### config.mk
export PLATFORM = sky130hd
export DESIGN_NAME = mmap_decoder
export DESIGN_NICKNAME = d
export VERILOG_FILES = /design/src/rtl/mmap_pkg.sv /design/src/rtl/mmap_bounds.sv /design/src/rtl/mmap_window_match.sv /design/src/rtl/mmap_decoder.sv
export SDC_FILE = /design/constraint.sdc
export NUM_CORES = 1
export LEC_CHECK = 0
export ABC_AREA = 1
export BUFFER_PORTS_ARGS = -buffer_cell sky130_fd_sc_hd__buf_2
export CORE_MARGIN = 1.5
export CORE_UTILIZATION = 59
export CTS_CLUSTER_SIZE = 30
export DETAILED_ROUTE_END_ITERATION = 10
export PLACE_DENSITY = 0.8
export SYNTH_ARGS = -nofsm -noshare
export SYNTH_HDL_FRONTEND = slang
export SYNTH_HIERARCHICAL = 1
export SYNTH_SLANG_ARGS = --single-unit
export TNS_END_PERCENT = 30
### constraint.sdc
create_clock -name clk -period 0.8 [get_ports clk]
set_input_delay 0.16 -clock clk [delete_from_list [all_inputs] [get_ports clk]]
set_output_delay 0.16 -clock clk [all_outputs]
set_load 0.02 [all_outputs]
### src/rtl/mmap_pkg.sv
package mmap_pkg;
  localparam int NREG    = 5;
  localparam int RG_PROM = 0;
  localparam int RG_RAM  = 1;
  localparam int RG_PMEM = 2;
  localparam int RG_EXP  = 3;
  localparam int RG_BUS  = 4;
  localparam int NLANE   = 2;
endpackage

### src/rtl/mmap_bounds.sv
module mmap_bounds
  import mmap_pkg::*;
#(
  parameter int ADDR_W     = 20,
  parameter int PROM_UNIT  = 32768,
  parameter int RAM_UNIT   = 8192,
  parameter int PMEM_BYTES = 16384
) (
  input  logic [1:0]      prom_size,
  input  logic [2:0]      ram_code,
  input  logic            pmem_en,
  input  logic            exp_en,
  output logic [ADDR_W:0] win_lo [NREG],
  output logic [ADDR_W:0] win_hi [NREG],
  output logic            win_en [NREG]
);
  localparam int          BW     = ADDR_W + 1;
  localparam logic [BW-1:0] TOP  = BW'(1) << ADDR_W;
  localparam logic [BW-1:0] PUNIT = BW'(PROM_UNIT);
  localparam logic [BW-1:0] RUNIT = BW'(RAM_UNIT);
  localparam logic [BW-1:0] PMEM  = BW'(PMEM_BYTES);

  logic [BW-1:0] prom_lo, bot_span, top_span, ram_lo, ram_hi, exp_hi;
  logic          bottom, topmode, disabled;

  always_comb begin
    prom_lo  = TOP - (PUNIT << prom_size);
    disabled = (ram_code == 3'b111);
    bottom   = !ram_code[2] && (ram_code[1:0] != 2'b11);
    topmode  = ram_code[2] && !disabled;
    bot_span = RUNIT << {ram_code[1:0], 1'b0};
    top_span = PUNIT << ram_code[1:0];
    ram_lo   = topmode ? (prom_lo - top_span) : '0;
    ram_hi   = topmode ? prom_lo : bot_span;
    exp_hi   = bot_span << 1;

    win_lo[RG_PROM] = prom_lo;
    win_hi[RG_PROM] = TOP;
    win_en[RG_PROM] = 1'b1;

    win_lo[RG_RAM]  = ram_lo;
    win_hi[RG_RAM]  = ram_hi;
    win_en[RG_RAM]  = bottom || topmode;

    win_lo[RG_PMEM] = (topmode ? ram_lo : prom_lo) - PMEM;
    win_hi[RG_PMEM] = topmode ? ram_lo : prom_lo;
    win_en[RG_PMEM] = pmem_en && !disabled;

    win_lo[RG_EXP]  = bot_span;
    win_hi[RG_EXP]  = exp_hi;
    win_en[RG_EXP]  = bottom && exp_en;

    win_lo[RG_BUS]  = !bottom ? '0 : (exp_en ? exp_hi : bot_span);
    win_hi[RG_BUS]  = TOP;
    win_en[RG_BUS]  = 1'b1;
  end
endmodule

### src/rtl/mmap_window_match.sv
module mmap_window_match #(
  parameter int ADDR_W = 20
) (
  input  logic [ADDR_W-1:0] addr,
  input  logic [ADDR_W:0]   lo,
  input  logic [ADDR_W:0]   hi,
  input  logic              en,
  output logic              hit
);
  logic [ADDR_W:0] ext;
  always_comb begin
    ext = {1'b0, addr};
    hit = en && (ext >= lo) && (ext < hi);
  end
endmodule

### src/rtl/mmap_decoder.sv
module mmap_decoder
  import mmap_pkg::*;
#(
  parameter int ADDR_W     = 20,
  parameter int PROM_UNIT  = 32768,
  parameter int RAM_UNIT   = 8192,
  parameter int PMEM_BYTES = 16384
) (
  input  logic              clk,
  input  logic              rst_n,
  input  logic [ADDR_W-1:0] addr,
  input  logic              bhe_n,
  input  logic [1:0]        prom_size,
  input  logic [2:0]        ram_code,
  input  logic              pmem_en,
  input  logic              exp_en,
  input  logic              protect,
  output logic [NLANE-1:0]  prom_cs,
  output logic [NLANE-1:0]  ram_cs,
  output logic [NLANE-1:0]  pmem_cs,
  output logic [NLANE-1:0]  exp_cs,
  output logic [NLANE-1:0]  bus_cs
);
  logic [ADDR_W:0]  win_lo [NREG];
  logic [ADDR_W:0]  win_hi [NREG];
  logic             win_en [NREG];
  logic [NREG-1:0]  raw_hit;
  logic [NREG-1:0]  sel;
  logic [NLANE-1:0] lanes;
  logic [NLANE-1:0] cs_nxt [NREG];
  logic [NLANE-1:0] cs_q   [NREG];

  mmap_bounds #(
    .ADDR_W(ADDR_W), .PROM_UNIT(PROM_UNIT),
    .RAM_UNIT(RAM_UNIT), .PMEM_BYTES(PMEM_BYTES)
  ) u_bounds (
    .prom_size(prom_size), .ram_code(ram_code),
    .pmem_en(pmem_en), .exp_en(exp_en),
    .win_lo(win_lo), .win_hi(win_hi), .win_en(win_en)
  );

  for (genvar g = 0; g < NREG; g++) begin : g_match
    mmap_window_match #(.ADDR_W(ADDR_W)) u_match (
      .addr(addr), .lo(win_lo[g]), .hi(win_hi[g]),
      .en(win_en[g]), .hit(raw_hit[g])
    );
  end

  // Next-state: priority of on-board regions over the window, lane split
  always_comb begin
    sel          = raw_hit;
    sel[RG_BUS]  = raw_hit[RG_BUS] && !(|raw_hit[RG_BUS-1:0]);
    lanes        = {!bhe_n, !addr[0]};
    for (int i = 0; i < NREG; i++) begin
      cs_nxt[i] = (sel[i] && !protect) ? lanes : '0;
    end
  end

  // Register stage
  always_ff @(posedge clk or negedge rst_n) begin
    if (!rst_n) begin
      for (int i = 0; i < NREG; i++) cs_q[i] <= '0;
    end else begin
      for (int i = 0; i < NREG; i++) cs_q[i] <= cs_nxt[i];
    end
  end

  assign prom_cs = cs_q[RG_PROM];
  assign ram_cs  = cs_q[RG_RAM];
  assign pmem_cs = cs_q[RG_PMEM];
  assign exp_cs  = cs_q[RG_EXP];
  assign bus_cs  = cs_q[RG_BUS];


  protect_blocks_chk: assert property (@(posedge clk) disable iff (!rst_n)
    protect |=> (prom_cs == '0 && ram_cs == '0 && pmem_cs == '0 &&
                 exp_cs == '0 && bus_cs == '0));


  pmem_gate_chk: assert property (@(posedge clk) disable iff (!rst_n)
    !pmem_en |=> (pmem_cs == '0));


  exp_top_off_chk: assert property (@(posedge clk) disable iff (!rst_n)
    ram_code[2] |=> (exp_cs == '0));


  no_lane_chk: assert property (@(posedge clk) disable iff (!rst_n)
    (addr[0] && bhe_n) |=> (prom_cs == '0 && ram_cs == '0 && pmem_cs == '0 &&
                            exp_cs == '0 && bus_cs == '0));


  one_region_chk: assert property (@(posedge clk) disable iff (!rst_n)
    $onehot0({|prom_cs, |ram_cs, |pmem_cs, |exp_cs, |bus_cs}));
endmodule

==> results.yml <==
sta:
  setup_violations: 20
  period_needed_ps: 2708
  finalMaxSlewViolations: 0
  holdWs_ps: 191.3
  timing.final.ws_setup_ps: -1908
  rsz0062_at_grt: "true"
  tns_ps: -17030
  fin_crit_sh: 3.385
  hold_viol_final: 0
  fmax_mhz: 369.3
detailed_routing:
  first_pass_iters: 5
  drtIter0Drc: 427
  via_per_inst: 4.559
  num_vias: 7213
  drt.antenna.violating_nets: 0
  drc: 0
  post_drt_wl_per_cell_um: 10.96
  wirelength_um: 17340
layout:
  fin_area_um2: 8541
  n_antenna_cell: 0
  final_layout_size_suffix_gt1_frac: 0.1465
  final_nets: 1637
  syn_to_final_growth_pct: 8.298
clocking:
  cts_tree: "built"
  root_buffer: "clkbuf_16"
  clockBufferDepth: 2
  htree_levels: 1
  cts_sinks: 10
  cts_buffers: 3
  clk_pin_slew_ps: 40
outcome:
  status: "complete, but fails checks"
  violations: "negative setup slack"
synth:
  netlist_instances: 1293
  yosys_register_bits: 10
  synthTopCellsByArea: "ha_1, buf_4, nand2_1"
  netlist-cell-type-count: 28
  synth_edf_count: 0
  synth.avg_cell_area_um2: 6.099
  synthFlopType: "dfrtp_1"
  synth.most_common_cell: "nand2_1"
  synthArstFlopShare: 1.000
  yosys_warnings: 6
  yosysTopAreaCellShare: 0.3141
  yosysSeqAreaShare: 0.03173
  synth_largest_area_cell: "ha_1"
  yosys-top-cells-count: "nand2_1, inv_1, ha_1, buf_4, nor2_1"
  synth_area_um2: 7886
critical_path:
  cp_max_fo: 5
  critical_path_class: "input port to register"
  critPathCaptureType: "register"
  crit_required_ps: 940
  start_kind: "input port"
  cp.arrival_ps: 2850
floorplanning:
  core_area_um2: 13140
  die_h_um: 118.6
  fp.dieArea_um2: 14070
  num_rows: 42
  die_w_um: 118.6
  start_util: 0.6003
  io_pins: 41
min_path:
  hp-start: "bhe_n"
  hold_depth: 2
  hold_path_class: "input port to register"
  min_to: "ram_cs[1]"
grt:
  grt_pass1_wl_um: 28250
  grt-busiest-layer: "met2"
  grt_util_met2: 0.4517
  grt_max_degree: 11
  antenna_found_initial: 0
  grtUsageMet3: 0.01448
  first_global_vias: 6666
  met1_usage: 0.2929
  overflow: 0
  grt_use_total: 0.2416
placement:
  place_hpwl_um: 14280
  place_area_um2: 8194
  gp_congestion: 0.9101
  place_ws_ps: -2164
  port_buffers: 40
pwr:
  peakVddDrop_uv: 828.1
  p_leak_nw: 4.808
  power_density_nw_per_um2: 655.2
flow_run:
  maxCapViolations: 0
area by class of cell:
cell class / instances / area [µm²]
Multi-Input combinational cell: 963 / 5968
Fill cell: 1219 / 4597
Inverter: 312 / 1174
Timing Repair Buffer: 118 / 853.3
Sequential cell: 10 / 250.2
Tap cell: 176 / 220.2
Clock buffer: 3 / 75.07
per-stage QoR:
step	util	total power [mW]	cells
3_3_place_gp	0.6237	4.255	1569
6_report	0.6501	5.596	1582
4_1_cts	0.6405	5.400	1578
5_1_grt	0.6501	6.239	1582
3_5_place_dp	0.6237	4.396	1569
2_1_floorplan	-	3.749	1464
sequential cells by signal (all words and copies together), names as in the netlist:
signal   flops
ram_cs       2
bus_cs       2
prom_cs      2
exp_cs       2
pmem_cs      2
metal layers:
| metal | share of wire | wire length, µm | up-vias |
|---|---|---|---|
| li1 | - | - | 3858 |
| met1 | 0.44 | 7691 | 3156 |
| met2 | 0.48 | 8392 | 161 |
| met3 | 0.039 | 676 | 38 |
| met4 | 0.033 | 577 | 0 |
| met5 | 0 | 0 | - |
layout by cell type, fill, tap and decap left out, drive strengths merged, types with 3 or more instances in the layout:
cell      n
nor2     98
buf     117
nor3     19
nand3    25
nand4    21
inv     312
a21oi    71
o211ai    5
nand2   319
clkbuf    3
dfrtp    10
a21o      5
o21a      5
conb    173
o21ai    21
ha      198
cell families (layout without fill, tap and decap cells):
logic type | count (synthesis) | count (layout) | synth area share
AO/OA/AOI/OAI | 107 | 107 | 0.07393
other | 2 | 173 | 0.0009523
buffers and inverters | 491 | 433 | 0.3203
adder cells (fa/ha/maj) | 198 | 198 | 0.3141
flip-flops | 10 | 10 | 0.03173
AND/OR/NAND/NOR | 484 | 484 | 0.2578
XOR/XNOR | 1 | 1 | 0.001111
critical path, stage by stage:
cell	delay, ps
buf_8	100
nor2_4	130
inv_2	60
ha_4	310
inv_4	50
nand2_2	50
nand2_2	50
o21ai_2	60
nand2_2	80
nand2_2	80
inv_2	40
ha_4	160
nand4_1	70
nand2_1	60
inv_1	80
inv_2	50
ha_4	260
nand2_4	50
nor2_4	130
nand2_2	70
nor2_1	100
nand2_1	60
nand4_1	70
nand2_1	80
nor2_2	170
inv_1	100
nor3_2	140
report_power, final:
group / leakage (nW) / internal [mW] / total, mW / switching [mW]
clock: 0.0370 / 0.645 / 0.848 / 0.203
combinational: 4.63 / 1.75 / 4.23 / 2.48
sequential: 0.139 / 0.519 / 0.522 / 0.00310
total: 4.81 / 2.91 / 5.60 / 2.69
timing repair:
action,CTS,global route
hold endpoints to repair,10,0
pin swaps,32,26
setup endpoints to repair,20,20
gates resized for setup,23,24
cloned,0,0
hold buffers,1,0
buffers inserted,7,4
worst max path at each step:
stage,from,to,slack [ps],cells past startpoint
CTS,prom_size[0],bus_cs[1],-1800,26
floorplan,prom_size[1],bus_cs[0],-1760,27
global route,prom_size[1],pmem_cs[1],-2020,27
detailed placement,prom_size[1],bus_cs[1],-2160,28
global placement,prom_size[1],bus_cs[1],-2000,28
finish,prom_size[1],pmem_cs[1],-1910,27
No activity file was read; power rests on OpenSTA's default activity.
